===== config.mk =====
export PLATFORM = sky130hd
export DESIGN_NAME = pcm_switch_latch
export DESIGN_NICKNAME = d
export VERILOG_FILES = /design/src/rtl/pcm_pkg.sv /design/src/rtl/pcm_blank_filter.sv /design/src/rtl/pcm_turnoff_latch.sv /design/src/rtl/pcm_dead_time.sv /design/src/rtl/pcm_switch_latch.sv
export SDC_FILE = /design/constraint.sdc
export NUM_CORES = 1
export LEC_CHECK = 0
export BUFFER_PORTS_ARGS = -buffer_cell sky130_fd_sc_hd__buf_2
export CAP_MARGIN = 30
export CORE_AREA = 2 2 39 41
export CTS_BUF_LIST = sky130_fd_sc_hd__clkbuf_8
export DETAILED_ROUTE_END_ITERATION = 7
export DIE_AREA = 0 0 41 43
export PLACE_DENSITY = 0.58
export REMOVE_ABC_BUFFERS = 1
export SYNTH_ARGS = -nofsm -noshare
export SYNTH_HDL_FRONTEND = slang
export SYNTH_SLANG_ARGS = --single-unit

===== constraint.sdc =====
create_clock -name clk -period 1.06 [get_ports clk]
set_input_delay 0.159 -clock clk [delete_from_list [all_inputs] [get_ports clk]]
set_output_delay 0.159 -clock clk [all_outputs]
set_load 0.01 [all_outputs]

===== src/rtl/pcm_pkg.sv =====
// Shared types for the switching latch.
// Assumes: single clock domain, all inputs already synchronous.
package pcm_pkg;
    typedef struct packed {
        logic hs;
        logic ls;
    } gate_cmd_t;

    localparam gate_cmd_t GATES_OFF = '{hs: 1'b0, ls: 1'b0};
endpackage


===== src/rtl/pcm_blank_filter.sv =====
// Leading-edge blanking: passes the comparator trip only once the high
// side has been on for BLANK_CYC cycles.
// Assumes: BLANK_CYC >= 1; hs_on is the registered high-side command.
module pcm_blank_filter #(
    parameter int BLANK_CYC = 11
) (
    input  logic clk,
    input  logic rst_n,
    input  logic hs_on,
    input  logic cmp_trip,
    output logic trip_valid
);
    localparam int CW = $clog2(BLANK_CYC + 1);
    localparam logic [CW-1:0] BLANK_END = CW'(BLANK_CYC);

    logic [CW-1:0] on_cnt;

    // Count cycles since high-side turn-on, saturating at the window end.
    always_ff @(posedge clk) begin
        if (!rst_n || !hs_on)
            on_cnt <= '0;
        else if (on_cnt != BLANK_END)
            on_cnt <= on_cnt + 1'b1;
    end

    // Trip is honoured only with the high side on and the window expired.
    always_comb trip_valid = cmp_trip && hs_on && (on_cnt == BLANK_END);


    blank_on_rise_chk: assert property (@(posedge clk) disable iff (!rst_n)
        $rose(hs_on) |-> !trip_valid);
endmodule


===== src/rtl/pcm_turnoff_latch.sv =====
// Set-reset request latch: cycle start sets, blanked trip or max-duty
// pulse clears. Set wins a tie; disable clears.
// Assumes: pulses are one cycle wide and synchronous.
module pcm_turnoff_latch (
    input  logic clk,
    input  logic rst_n,
    input  logic enable,
    input  logic cycle_start,
    input  logic max_duty,
    input  logic trip_valid,
    output logic req
);
    // Update the on-request with set priority.
    always_ff @(posedge clk) begin
        if (!rst_n || !enable)
            req <= 1'b0;
        else if (cycle_start)
            req <= 1'b1;
        else if (max_duty || trip_valid)
            req <= 1'b0;
    end


    hold_off_chk: assert property (@(posedge clk) disable iff (!rst_n)
        (!req && !cycle_start) |=> !req);

    max_duty_clear_chk: assert property (@(posedge clk) disable iff (!rst_n)
        (max_duty && !cycle_start) |=> !req);

    start_priority_chk: assert property (@(posedge clk) disable iff (!rst_n)
        (cycle_start && enable) |=> req);
endmodule


===== src/rtl/pcm_dead_time.sv =====
// Break-before-make gate sequencer: drops the active gate when the
// request disagrees, waits DEAD_CYC cycles with both off, then raises
// the gate the request selects.
// Assumes: DEAD_CYC >= 1.
module pcm_dead_time
    import pcm_pkg::*;
#(
    parameter int DEAD_CYC = 4
) (
    input  logic      clk,
    input  logic      rst_n,
    input  logic      enable,
    input  logic      req,
    output gate_cmd_t gates
);
    localparam int DW = $clog2(DEAD_CYC + 1);
    localparam logic [DW-1:0] GAP_LAST = DW'(DEAD_CYC - 1);

    logic [DW-1:0] gap_cnt;

    // Sequence the two gate commands with a counted gap between them.
    always_ff @(posedge clk) begin
        if (!rst_n || !enable) begin
            gates   <= GATES_OFF;
            gap_cnt <= '0;
        end else if (gates.hs && !req) begin
            gates.hs <= 1'b0;
            gap_cnt  <= '0;
        end else if (gates.ls && req) begin
            gates.ls <= 1'b0;
            gap_cnt  <= '0;
        end else if (!gates.hs && !gates.ls) begin
            if (gap_cnt == GAP_LAST) begin
                gates.hs <= req;
                gates.ls <= !req;
                gap_cnt  <= '0;
            end else begin
                gap_cnt <= gap_cnt + 1'b1;
            end
        end
    end


    no_overlap_chk: assert property (@(posedge clk) disable iff (!rst_n)
        !(gates.hs && gates.ls));

    hs_gap_chk: assert property (@(posedge clk) disable iff (!rst_n)
        $rose(gates.hs) |-> $past(!gates.ls));

    ls_gap_chk: assert property (@(posedge clk) disable iff (!rst_n)
        $rose(gates.ls) |-> $past(!gates.hs));

    disable_off_chk: assert property (@(posedge clk) disable iff (!rst_n)
        !enable |=> (!gates.hs && !gates.ls));
endmodule


===== src/rtl/pcm_switch_latch.sv =====
// Peak-current switching latch top: blanking filter, request latch and
// dead-time sequencer in a loop through the high-side command.
// Assumes: synchronous inputs; timing parameters in system clock cycles.
module pcm_switch_latch
    import pcm_pkg::*;
#(
    parameter int BLANK_CYC = 11,
    parameter int DEAD_CYC  = 4
) (
    input  logic clk,
    input  logic rst_n,
    input  logic enable,
    input  logic cycle_start,
    input  logic max_duty,
    input  logic cmp_trip,
    output logic hs_on,
    output logic ls_on
);
    logic      trip_valid;
    logic      req;
    gate_cmd_t gates;

    pcm_blank_filter #(.BLANK_CYC(BLANK_CYC)) u_blank (
        .clk(clk), .rst_n(rst_n), .hs_on(gates.hs),
        .cmp_trip(cmp_trip), .trip_valid(trip_valid)
    );

    pcm_turnoff_latch u_latch (
        .clk(clk), .rst_n(rst_n), .enable(enable),
        .cycle_start(cycle_start), .max_duty(max_duty),
        .trip_valid(trip_valid), .req(req)
    );

    pcm_dead_time #(.DEAD_CYC(DEAD_CYC)) u_dead (
        .clk(clk), .rst_n(rst_n), .enable(enable),
        .req(req), .gates(gates)
    );

    // Drive the gate command ports from the sequencer.
    always_comb begin
        hs_on = gates.hs;
        ls_on = gates.ls;
    end


    reset_off_chk: assert property (@(posedge clk)
        !rst_n |=> (!hs_on && !ls_on));
endmodule


==> results of run 1 <==
## kinds of logic (layout without fill, tap and decap cells)
family / count (synthesis) / count (layout)
AO/OA/AOI/OAI: 12 / 12
XOR/XNOR: 2 / 2
adder cells (fa/ha/maj): 2 / 2
buffers and inverters: 4 / 16
flip-flops: 10 / 10
multiplexers: 2 / 2
AND/OR/NAND/NOR: 19 / 19
## layout make-up
class	instances	area share, %
multi-input cells	37	43.28
flip-flops and latches	10	34.87
repair buffers	10	9.664
clock buffers	3	6.933
well taps	16	3.361
inverters	3	1.891
## metrics by stage
step | setup WS, ns | TNS (ns) | power (mW)
after global placement | 0.007573 | 0 | 0.4257
after global routing | -0.03104 | -0.04409 | 0.8497
after floorplan | 0.03637 | 0 | 0.4097
after CTS | 0.004154 | 0 | 0.8149
final | 0.04568 | 0 | 0.8059
after detailed placement | 0.01563 | 0 | 0.4256
## flip-flops by register name, indices dropped and copies added (netlist names)
signal / cells
u_latch.req: 1
u_dead.gates: 2
u_dead.gap_cnt: 3
u_blank.on_cnt: 4
## power by group
part | internal [mW] | leakage [nW] | switching, mW
logic | 0.0159 | 0.149 | 0.0143
registers | 0.384 | 0.0838 | 0.00656
clock network | 0.248 | 0.0216 | 0.138
total | 0.647 | 0.255 | 0.159
## critical path, delay by kind of cell (launching register included)
family,cells,cell delay (ns)
adders and majority gates,1,0.15
DFF,1,0.33
muxes,1,0.21
and+or+nand+nor,2,0.21
## metal layers
layer	wire length, um	global-route usage, %	share of wire (%)
met5	0	0	0
met4	0	4.000	0
met3	45	9.424	5.0
met2	458	16.56	51
met1	392	14.56	44
## layout by cell type (no fill, tap or decap), drive strengths merged
master and instances:
xnor2 1, o31a 1, nor2b 1, mux2i 2, o21ai 4, ha 2
a21oi 4, a211o 1, nand3b 1, buf 10, nor3b 1, nor2 6
inv 3, xor2 1, o211ai 1, o2111a 1, nand3 2, and3b 1
nor3 3, nand2 4, dfxtp 10, clkbuf 3
## final timing paths
| kind | from | to | cells past startpoint |
|---|---|---|---|
| max reg2reg | u_blank.on_cnt[1]$_SDFFE_PP0P_ | u_blank.on_cnt[1]$_SDFFE_PP0P_ | 4 |
| min | cycle_start | u_latch.req$_SDFFE_PP0P_ | 3 |
| min reg2reg | u_dead.gap_cnt[2]$_SDFFE_PP0P_ | u_dead.gap_cnt[2]$_SDFFE_PP0P_ | 2 |
| max | u_blank.on_cnt[1]$_SDFFE_PP0P_ | u_blank.on_cnt[1]$_SDFFE_PP0P_ | 4 |
## what timing repair did
action                                  CTS  global route
pin swaps                                 0             2
endpoints found under the setup margin    1             6
gates resized for setup                   1            11
hold endpoints to repair                  0             0
==> metrics.txt, run 1 <==
# TYPE chip_impl_metric gauge
chip_impl_metric{name="finalHoldViolations",unit=""} 0
chip_impl_metric{name="power.leakage",unit="nW"} 0.2548
chip_impl_metric{name="dpl.hpwl",unit="um"} 610.9
chip_impl_info{name="tritoncts",value="done"} 1
chip_impl_metric{name="cts-hold-fix-buffers",unit=""} 0
chip_impl_metric{name="final-seq-area",unit="um^2"} 207.7
chip_impl_metric{name="ys_seq_area_share",unit="%"} 43.48
chip_impl_metric{name="fill_cells",unit=""} 143
chip_impl_metric{name="detailroute.via_count",unit=""} 379
chip_impl_metric{name="ctsLongestPathBuffers",unit=""} 2
chip_impl_metric{name="yosysTopAreaCellShare",unit="%"} 43.48
chip_impl_metric{name="stdcell_area",unit="um^2"} 595.6
chip_impl_metric{name="worstSkewPairLatency",unit="ns"} 0.23
chip_impl_metric{name="tritoncts_num_sinks",unit=""} 10
chip_impl_metric{name="antenna_cells_inserted",unit=""} 0
chip_impl_metric{name="worst-endpoint-required",unit="ns"} 1.18
chip_impl_metric{name="initial_core_util",unit="%"} 33.27
chip_impl_metric{name="synth-edff-count",unit=""} 0
chip_impl_metric{name="final_cells",unit=""} 79
chip_impl_metric{name="ys_async_sr_fraction",unit="%"} 0
chip_impl_metric{name="cap_viol_max_count",unit=""} 0
chip_impl_info{name="cp_cell_sequence",value="ha_4, nand3b_1, mux2i_1, nor2_1"} 1
chip_impl_metric{name="placedInstanceArea",unit="um^2"} 526.8
chip_impl_metric{name="reg2reg_setup_slack",unit="ns"} 0.05
chip_impl_metric{name="dieArea",unit="um^2"} 1763
chip_impl_metric{name="final_nets",unit=""} 73
chip_impl_metric{name="yosys_warnings",unit=""} 0
chip_impl_metric{name="synth-compound-area-share",unit="%"} 16.58
chip_impl_metric{name="globalRoute.totalOverflow",unit=""} 0
chip_impl_info{name="post_synth_main_area_contributors",value="dfxtp_1 (43%), ha_1 (5.4%), nor2_1 (4.9%)"} 1
chip_impl_info{name="crit_path_start_kind",value="flop"} 1
chip_impl_info{name="most_used_standard_cells_in_the_synthesized_netlist",value="dfxtp_1 (10), nor2_1 (6), a21oi_1 (4), nand2_1 (4)"} 1
chip_impl_metric{name="drtAntennaViolNets",unit=""} 0
chip_impl_metric{name="timing_worst_slew_pin_value",unit="ns"} 0.1905
chip_impl_metric{name="vias_per_cell",unit=""} 4.797
chip_impl_metric{name="antenna_found_initial",unit=""} 0
chip_impl_metric{name="drtPass1Iterations",unit=""} 2
chip_impl_metric{name="place.gp.congestion",unit=""} 0.6275
chip_impl_metric{name="first_iter_violations",unit=""} 2
chip_impl_metric{name="crit_path_max_incr_delay",unit="ns"} 0.33
chip_impl_metric{name="cts_inserted_buffers",unit=""} 3
chip_impl_metric{name="slew-limit-headroom",unit="%"} 87.25
chip_impl_metric{name="maximum_number_of_pins_on_one_net_before_global_route_repair",unit=""} 11
chip_impl_metric{name="postCtsSetupBuffers",unit=""} 0
chip_impl_metric{name="routedWlPerCell",unit="um"} 11.35
chip_impl_metric{name="data_arrival_critical_path",unit="ns"} 1.13
chip_impl_metric{name="synth.cell_area",unit="um^2"} 460.4
chip_impl_metric{name="core_area",unit="um^2"} 1384
chip_impl_info{name="synthMostInstantiatedCell",value="dfxtp_1"} 1
chip_impl_metric{name="post-route-util",unit="%"} 43.04
chip_impl_metric{name="critPathMaxFanout",unit=""} 3
chip_impl_metric{name="power_per_cell_area",unit="nW/um^2"} 1353
chip_impl_info{name="synth_top_cell_by_area",value="dfxtp_1"} 1
chip_impl_info{name="grt_setup_unrepaired",value="yes"} 1
chip_impl_info{name="synth-main-ff-cell",value="dfxtp_1"} 1
chip_impl_metric{name="port_buffer_count",unit=""} 7
chip_impl_metric{name="number_of_global_route_vias_before_repair",unit=""} 351
chip_impl_metric{name="rows",unit=""} 14
chip_impl_metric{name="min_period_over_period",unit="%"} 95.69
chip_impl_info{name="setup.worst_path.end_class",value="flop"} 1
chip_impl_metric{name="post_synthesis_share_of_cell_area_spent_on_full_adders_half_adders_and_majority_gates",unit="%"} 5.435
chip_impl_metric{name="chipHeight",unit="um"} 43
chip_impl_metric{name="route.final.wire_length",unit="um"} 897
chip_impl_metric{name="final-setup-viol-count",unit=""} 0
chip_impl_info{name="crit_type",value="flop to flop"} 1
chip_impl_metric{name="yosys-mux-area-fraction",unit="%"} 4.348
chip_impl_metric{name="clock-skew-final",unit="ns"} 0.005293
chip_impl_info{name="min_path_type",value="input port to flop"} 1
chip_impl_metric{name="synth_simple_gate_area_share",unit="%"} 21.47
chip_impl_metric{name="globalRouteTotalUtil",unit="%"} 12.27
chip_impl_metric{name="ys_ff_latch",unit=""} 10
chip_impl_metric{name="chipWidth",unit="um"} 41
chip_impl_metric{name="postSynthCellCount",unit=""} 51
chip_impl_metric{name="yosys.cell_types.count",unit=""} 23
chip_impl_info{name="cts-root-buf",value="clkbuf_8"} 1
chip_impl_metric{name="htree_num_levels",unit=""} 1
chip_impl_metric{name="timing.hold.ws",unit="ns"} 0.1587
chip_impl_info{name="critical_path.slowest_cell",value="dfxtp_2"} 1
chip_impl_metric{name="number_of_remaining_drc_errors",unit=""} 0
chip_impl_metric{name="final_period_minus_worst_setup_slack",unit="ns"} 1.014
chip_impl_metric{name="syn_avg_cell_area",unit="um^2"} 9.028
chip_impl_info{name="outcome",value="finished, final reports clean"} 1
chip_impl_metric{name="clock.fmax",unit="GHz"} 0.9859
chip_impl_metric{name="report.final.slew_viol_count",unit=""} 0
chip_impl_metric{name="drive_gt1_share",unit="%"} 41.27
chip_impl_metric{name="vdd_ir_drop_max",unit="mV"} 1.103
chip_impl_info{name="largest_family_of_logic_cells_by_synthesized_area",value="simple AND/OR/NAND/NOR gates"} 1
chip_impl_metric{name="area_delta_synth_final",unit="%"} 29.35
chip_impl_metric{name="grt_pass1_wl",unit="um"} 1407
chip_impl_metric{name="placed_cells",unit=""} 76
chip_impl_metric{name="multi_input_comb_area",unit="um^2"} 257.7
chip_impl_metric{name="cts.reportedPaths.clkPinSlew",unit="ns"} 0.05
chip_impl_metric{name="post_synth_xor_area_fraction",unit="%"} 3.804
chip_impl_metric{name="top_level_ports",unit=""} 8
No activity file was read; power rests on OpenSTA's default activity.
==> inputs of run 2 (changes only) <==
Settings changed: PLACE_DENSITY 0.58 to default.
==> metrics.txt, run 2 (synthesized netlist as in run 1, its figures left out) <==
# TYPE chip_impl_metric gauge
chip_impl_metric{name="worstSkewPairLatency",unit="ns"} 0.24
chip_impl_metric{name="initial_core_util",unit="%"} 33.27
chip_impl_metric{name="route.final.wire_length",unit="um"} 872
chip_impl_metric{name="chipWidth",unit="um"} 41
chip_impl_info{name="crit_type",value="flop to flop"} 1
chip_impl_info{name="routed.top_layer",value="met4"} 1
chip_impl_metric{name="first_iter_violations",unit=""} 2
chip_impl_metric{name="swShare",unit="%"} 18.68
chip_impl_metric{name="largest_register_ff_count",unit=""} 4
chip_impl_metric{name="stdcell_area",unit="um^2"} 626.9
chip_impl_info{name="tritoncts",value="done"} 1
chip_impl_metric{name="cap_viol_max_count",unit=""} 0
chip_impl_metric{name="power.switching",unit="uW"} 166.9
chip_impl_info{name="mostFrequentLayoutCells",value="buf_2 (7), nor2_1 (6), dfxtp_2 (6)"} 1
chip_impl_metric{name="routedWlPerCell",unit="um"} 10.77
chip_impl_metric{name="reg2reg_setup_slack",unit="ns"} 0.02
chip_impl_metric{name="grt_pass1_wl",unit="um"} 1311
chip_impl_metric{name="report.final.slew_viol_count",unit=""} 0
chip_impl_metric{name="final_cells",unit=""} 81
chip_impl_metric{name="multi_input_comb_area",unit="um^2"} 267.8
chip_impl_metric{name="worst-endpoint-required",unit="ns"} 1.18
chip_impl_info{name="outcome",value="finished, final reports clean"} 1
chip_impl_metric{name="clock-skew-final",unit="ns"} 0.007552
chip_impl_metric{name="number_of_global_route_vias_before_repair",unit=""} 341
chip_impl_metric{name="data_arrival_critical_path",unit="ns"} 1.16
chip_impl_metric{name="ctsLongestPathBuffers",unit=""} 2
chip_impl_info{name="setup.worst_path.end_class",value="flop"} 1
chip_impl_metric{name="placed_cells",unit=""} 76
chip_impl_metric{name="final-setup-viol-count",unit=""} 0
chip_impl_metric{name="wl_met1",unit="um"} 362
chip_impl_metric{name="clock.fmax",unit="GHz"} 0.9655
chip_impl_metric{name="cts.reportedPaths.clkPinSlew",unit="ns"} 0.05
chip_impl_info{name="largest-register",value="u_blank.on_cnt"} 1
chip_impl_metric{name="final-seq-area",unit="um^2"} 207.7
chip_impl_metric{name="finalHoldViolations",unit=""} 0
chip_impl_metric{name="critPathMaxFanout",unit=""} 3
chip_impl_info{name="top_flop_regs",value="u_blank.on_cnt (4), u_dead.gap_cnt (3), u_dead.gates (2)"} 1
chip_impl_metric{name="rows",unit=""} 14
chip_impl_metric{name="dr_wl_met3",unit="um"} 49
chip_impl_metric{name="cts_inserted_buffers",unit=""} 3
chip_impl_metric{name="power.leakage",unit="nW"} 0.2678
chip_impl_info{name="cts-root-buf",value="clkbuf_8"} 1
chip_impl_metric{name="dpl.hpwl",unit="um"} 618.9
chip_impl_metric{name="clock_power_share",unit="%"} 52.6
chip_impl_metric{name="tritoncts_num_sinks",unit=""} 10
chip_impl_metric{name="place.gp.congestion",unit=""} 0.6104
chip_impl_metric{name="fill_cells",unit=""} 136
chip_impl_metric{name="placedInstanceArea",unit="um^2"} 526.8
chip_impl_metric{name="drive_gt1_share",unit="%"} 41.54
chip_impl_metric{name="min_period_over_period",unit="%"} 97.71
chip_impl_info{name="crit_path_start_kind",value="flop"} 1
chip_impl_metric{name="setup_total_negative_slack",unit="ns"} 0
chip_impl_metric{name="chipHeight",unit="um"} 43
chip_impl_metric{name="globalRouteTotalUtil",unit="%"} 12.29
chip_impl_metric{name="core_area",unit="um^2"} 1384
chip_impl_metric{name="vdd_ir_drop_max",unit="mV"} 0.8341
chip_impl_metric{name="comb_power_share",unit="%"} 3.6
chip_impl_metric{name="slew-limit-headroom",unit="%"} 82.18
chip_impl_metric{name="antenna_cells_inserted",unit=""} 0
chip_impl_metric{name="number_of_remaining_drc_errors",unit=""} 0
chip_impl_metric{name="final_period_minus_worst_setup_slack",unit="ns"} 1.036
chip_impl_metric{name="timing_worst_slew_pin_value",unit="ns"} 0.2669
chip_impl_metric{name="dieArea",unit="um^2"} 1763
chip_impl_metric{name="power_frac_seq",unit="%"} 43.8
chip_impl_metric{name="top_level_ports",unit=""} 8
chip_impl_metric{name="maximum_number_of_pins_on_one_net_before_global_route_repair",unit=""} 11
chip_impl_metric{name="final_nets",unit=""} 74
chip_impl_info{name="grt_setup_unrepaired",value="yes"} 1
chip_impl_metric{name="drtPass1Iterations",unit=""} 3
chip_impl_metric{name="vias_per_cell",unit=""} 5.049
chip_impl_metric{name="drtAntennaViolNets",unit=""} 0
chip_impl_metric{name="area_delta_synth_final",unit="%"} 36.14
chip_impl_metric{name="post-route-util",unit="%"} 45.30
chip_impl_metric{name="route.met2.wl",unit="um"} 427
chip_impl_metric{name="globalRoute.totalOverflow",unit=""} 0
chip_impl_metric{name="detailroute.via_count",unit=""} 409
chip_impl_metric{name="internal_pwr_total",unit="uW"} 726.6
chip_impl_metric{name="timing.hold.ws",unit="ns"} 0.1528
chip_impl_metric{name="antenna_found_initial",unit=""} 0
chip_impl_metric{name="power_per_cell_area",unit="nW/um^2"} 1425
chip_impl_metric{name="htree_num_levels",unit=""} 1
chip_impl_info{name="min_path_type",value="input port to flop"} 1
chip_impl_metric{name="port_buffer_count",unit=""} 7
chip_impl_metric{name="cts-hold-fix-buffers",unit=""} 0
chip_impl_info{name="layout.cells.most_common",value="buf_2"} 1
[run 2: cell types whose count changed in the layout (fill, tap and decap cells not counted)]
cell,change
inv_1,+1
clkbuf_8,+1
buf_4,+1
ha_2,-1
inv_2,-1
ha_4,+1
[run 2: final cells by class]
cell class              count  area share [%]
flip-flops and latches     10           33.13
inverters                   3           1.796
multi-input cells          37           42.71
well taps                  16           3.194
clock buffers               4           8.782
repair buffers             11           10.38
[run 2: worst paths after layout]
path	start	end	cells after the start
worst max-delay path	u_blank.on_cnt[1]$_SDFFE_PP0P_	u_blank.on_cnt[2]$_SDFFE_PP0P_	5
worst min-delay path	cycle_start	u_latch.req$_SDFFE_PP0P_	3
worst max register to register	u_blank.on_cnt[1]$_SDFFE_PP0P_	u_blank.on_cnt[2]$_SDFFE_PP0P_	5
worst min register to register	u_dead.gap_cnt[2]$_SDFFE_PP0P_	u_dead.gap_cnt[2]$_SDFFE_PP0P_	2
[run 2: per-layer routing]
metal | vias to the layer above | GRT usage, %
met5 | - | 0
met3 | 5 | 9.424
li1 | 208 | -
met4 | 0 | 10.00
met2 | 6 | 17.50
met1 | 190 | 10.71
[run 2: critical path, stage by stage (launching register included)]
cell and delay [ns]:
dfxtp_2 0.33, ha_4 0.16, buf_4 0.12, buf_4 0.12, mux2i_1 0.14, nor2_1 0.05
[run 2: timing repair]
action                                 CTS  global route
endpoints found under the hold margin    0             0
setup endpoints to repair                2             7
gates resized for setup                  1            11
buffers inserted                         0             1
pin swaps                                0             1
[run 2: power by group through the flow]
stage / Sequential, mW / Clock (mW) / Combinational [mW]
5_1_grt: 0.392 / 0.511 / 0.0371
3_3_place_gp: 0.396 / 0 / 0.0295
3_5_place_dp: 0.396 / 0 / 0.0298
6_report: 0.391 / 0.470 / 0.0321
2_1_floorplan: 0.394 / 0 / 0.0154
4_1_cts: 0.388 / 0.496 / 0.0300
[run 2: per-stage QoR]
stage | power, mW | setup slack, ns
floorplan | 0.4097 | 0.03637
global placement | 0.4254 | 0.01656
detailed placement | 0.4256 | -0.001042
CTS | 0.9143 | -0.001590
global route | 0.9395 | -0.04466
finish | 0.8935 | 0.02430
==> inputs of run 3 (changes only) <==
Settings changed: PLACE_DENSITY from default to 0.59.
==> metrics.txt, run 3 (synthesized netlist as in run 1, its figures left out) <==
# TYPE chip_impl_metric gauge
chip_impl_info{name="outcome",value="finished, final reports clean"} 1
chip_impl_metric{name="report.final.slew_viol_count",unit=""} 0
chip_impl_info{name="crit_type",value="flop to flop"} 1
chip_impl_metric{name="worst-r2r-cell-count",unit=""} 4
chip_impl_metric{name="stdcell_area",unit="um^2"} 604.3
chip_impl_info{name="mostFrequentLayoutCells",value="buf_2 (7), dfxtp_2 (7), nor2_1 (6)"} 1
chip_impl_info{name="cp_cell_sequence",value="ha_4, nand3b_1, mux2i_1, nor2_1"} 1
chip_impl_metric{name="port_buffer_count",unit=""} 7
chip_impl_metric{name="final-setup-viol-count",unit=""} 0
chip_impl_metric{name="initial_core_util",unit="%"} 33.27
chip_impl_metric{name="vias_per_cell",unit=""} 4.925
chip_impl_metric{name="worstSetupPathDepth",unit=""} 4
chip_impl_metric{name="reg2reg_setup_slack",unit="ns"} 0.04
chip_impl_metric{name="final_period_minus_worst_setup_slack",unit="ns"} 1.017
chip_impl_metric{name="comb_power_share",unit="%"} 4.2
chip_impl_metric{name="cap_viol_max_count",unit=""} 0
chip_impl_metric{name="power_per_cell_area",unit="nW/um^2"} 1336
chip_impl_metric{name="grt_pass1_wl",unit="um"} 1255
chip_impl_metric{name="cts_inserted_buffers",unit=""} 3
chip_impl_metric{name="chipWidth",unit="um"} 41
chip_impl_info{name="cpLargestDelayFamily",value="flip-flops"} 1
chip_impl_info{name="critical_path.reg2reg.startpoint",value="u_blank.on_cnt[1]$_SDFFE_PP0P_"} 1
chip_impl_metric{name="number_of_remaining_drc_errors",unit=""} 0
chip_impl_metric{name="maximum_number_of_pins_on_one_net_before_global_route_repair",unit=""} 11
chip_impl_metric{name="routedWlPerCell",unit="um"} 10.15
chip_impl_info{name="grt_setup_unrepaired",value="yes"} 1
chip_impl_metric{name="number_of_global_route_vias_before_repair",unit=""} 346
chip_impl_info{name="critPathLaunch",value="u_blank.on_cnt[1]$_SDFFE_PP0P_"} 1
chip_impl_metric{name="final_nets",unit=""} 74
chip_impl_metric{name="core_area",unit="um^2"} 1384
chip_impl_metric{name="vdd_ir_drop_max",unit="mV"} 0.6867
chip_impl_metric{name="clock_power_share",unit="%"} 47.5
chip_impl_metric{name="area_delta_synth_final",unit="%"} 31.25
chip_impl_metric{name="critPathBufInv",unit=""} 0
chip_impl_metric{name="power.leakage",unit="nW"} 0.2601
chip_impl_metric{name="crit_path_max_incr_delay",unit="ns"} 0.33
chip_impl_metric{name="data_arrival_critical_path",unit="ns"} 1.13
chip_impl_metric{name="rows",unit=""} 14
chip_impl_metric{name="top_level_ports",unit=""} 8
chip_impl_info{name="top_flop_regs",value="u_blank.on_cnt (4), u_dead.gap_cnt (3), u_dead.gates (2)"} 1
chip_impl_metric{name="tritoncts_num_sinks",unit=""} 10
chip_impl_metric{name="internal_pwr_total",unit="uW"} 650.1
chip_impl_metric{name="clock-skew-final",unit="ns"} 0.006791
chip_impl_metric{name="antenna_found_initial",unit=""} 0
chip_impl_metric{name="worstSkewPairLatency",unit="ns"} 0.23
chip_impl_info{name="setup.worst_path.end_class",value="flop"} 1
chip_impl_metric{name="drtPass1Iterations",unit=""} 4
chip_impl_metric{name="cts.reportedPaths.clkPinSlew",unit="ns"} 0.05
chip_impl_info{name="largest-register",value="u_blank.on_cnt"} 1
chip_impl_metric{name="placedInstanceArea",unit="um^2"} 534.3
chip_impl_metric{name="swShare",unit="%"} 19.45
chip_impl_info{name="crit_path_start_kind",value="flop"} 1
chip_impl_metric{name="slew-limit-headroom",unit="%"} 87.95
chip_impl_metric{name="drtAntennaViolNets",unit=""} 0
chip_impl_metric{name="dpl.hpwl",unit="um"} 589.5
chip_impl_metric{name="first_iter_violations",unit=""} 8
chip_impl_metric{name="globalRouteTotalUtil",unit="%"} 11.08
chip_impl_metric{name="antenna_cells_inserted",unit=""} 0
chip_impl_metric{name="drive_gt1_share",unit="%"} 42.19
chip_impl_metric{name="worst-endpoint-required",unit="ns"} 1.18
chip_impl_metric{name="chipHeight",unit="um"} 43
chip_impl_info{name="worstSetupEndpoint",value="u_blank.on_cnt[1]$_SDFFE_PP0P_"} 1
chip_impl_info{name="min_path_type",value="input port to flop"} 1
chip_impl_info{name="r2r-end",value="u_blank.on_cnt[1]$_SDFFE_PP0P_"} 1
chip_impl_metric{name="clock.fmax",unit="GHz"} 0.9837
chip_impl_metric{name="route.final.wire_length",unit="um"} 812
chip_impl_metric{name="power_frac_seq",unit="%"} 48.3
chip_impl_metric{name="dieArea",unit="um^2"} 1763
chip_impl_info{name="critical_path.slowest_cell",value="dfxtp_2"} 1
chip_impl_metric{name="globalRoute.totalOverflow",unit=""} 0
chip_impl_metric{name="dp_worst_setup_slack",unit="ns"} 0.01098
chip_impl_info{name="cts-root-buf",value="clkbuf_8"} 1
chip_impl_metric{name="power.switching",unit="uW"} 157.0
chip_impl_metric{name="detailroute.via_count",unit=""} 394
chip_impl_metric{name="ctsLongestPathBuffers",unit=""} 2
chip_impl_metric{name="finalHoldViolations",unit=""} 0
chip_impl_metric{name="timing_worst_slew_pin_value",unit="ns"} 0.1803
chip_impl_metric{name="htree_num_levels",unit=""} 1
chip_impl_metric{name="place.gp.congestion",unit=""} 0.6483
chip_impl_metric{name="min_period_over_period",unit="%"} 95.90
chip_impl_metric{name="largest_register_ff_count",unit=""} 4
chip_impl_metric{name="critPathMaxFanout",unit=""} 3
chip_impl_metric{name="final_critical_path_setup_slack",unit="ns"} 0.04346
chip_impl_metric{name="cts-hold-fix-buffers",unit=""} 0
chip_impl_info{name="tritoncts",value="done"} 1
## run 3: cell types whose count changed in the layout (fill, tap and decap cells not counted)
cell	delta
clkbuf_8	-1
dfxtp_1	-1
dfxtp_2	+1
ha_2	+1
ha_4	-1
## run 3: area by class of cell
class / count / area (um^2)
multi-input combinational: 37 / 257.7
fill: 142 / 779.5
tap: 16 / 20.02
sequential: 10 / 209.0
inverter: 3 / 11.26
timing repair buffer: 11 / 65.06
clock buffer: 3 / 41.29
## run 3: worst register-to-register path, delay by kind of cell, from the launching register on
| kind | cells | cell delay [ns] |
|---|---|---|
| flip-flops | 1 | 0.33 |
| AND/OR/NAND/NOR | 2 | 0.22 |
| adder cells (fa/ha/maj) | 1 | 0.16 |
| multiplexers | 1 | 0.20 |
## run 3: layer usage
layer	up-vias	GRT usage (%)	wire length (um)	part of all wire (%)
li1	206	-	-	-
met1	179	10.39	333	41
met2	9	16.88	410	50
met3	0	9.424	68	8.4
met4	0	4.000	0	0
met5	-	0	0	0
## run 3: worst min path at each step
stage,from,slack (ns),cells past startpoint,end
2_1_floorplan,cycle_start,0.29,2,u_latch.req$_SDFFE_PP0P_
4_1_cts,cycle_start,0.16,3,u_latch.req$_SDFFE_PP0P_
3_3_place_gp,cycle_start,0.40,3,u_latch.req$_SDFFE_PP0P_
6_report,cycle_start,0.15,3,u_latch.req$_SDFFE_PP0P_
3_5_place_dp,cycle_start,0.41,3,u_latch.req$_SDFFE_PP0P_
5_1_grt,cycle_start,0.16,3,u_latch.req$_SDFFE_PP0P_
## run 3: stage by stage
stage | TNS [ns] | hold WS, ns | cells | util [%] | power, mW
2_1_floorplan | 0 | 0.2885 | 50 | - | 0.4097
3_3_place_gp | 0 | 0.3994 | 77 | 38.61 | 0.4288
3_5_place_dp | 0 | 0.4051 | 77 | 38.61 | 0.4287
4_1_cts | 0 | 0.1552 | 80 | 41.68 | 0.8214
5_1_grt | -0.02377 | 0.1611 | 80 | 43.67 | 0.8502
6_report | 0 | 0.1458 | 80 | 43.67 | 0.8071
## run 3: repair_timing
action,4_1_cts,5_1_grt
setup endpoints to repair,1,6
setup buffers,0,0
resized for setup,1,11
pin swaps,0,3
## run 3: power by group through the flow
| stage | Clock [mW] | Combinational (mW) | Sequential, mW |
|---|---|---|---|
| after CTS | 0.400 | 0.0334 | 0.388 |
| final | 0.383 | 0.0337 | 0.390 |
| after floorplan | 0 | 0.0154 | 0.394 |
| after detailed placement | 0 | 0.0334 | 0.395 |
| after global routing | 0.422 | 0.0386 | 0.390 |
| after global placement | 0 | 0.0335 | 0.395 |
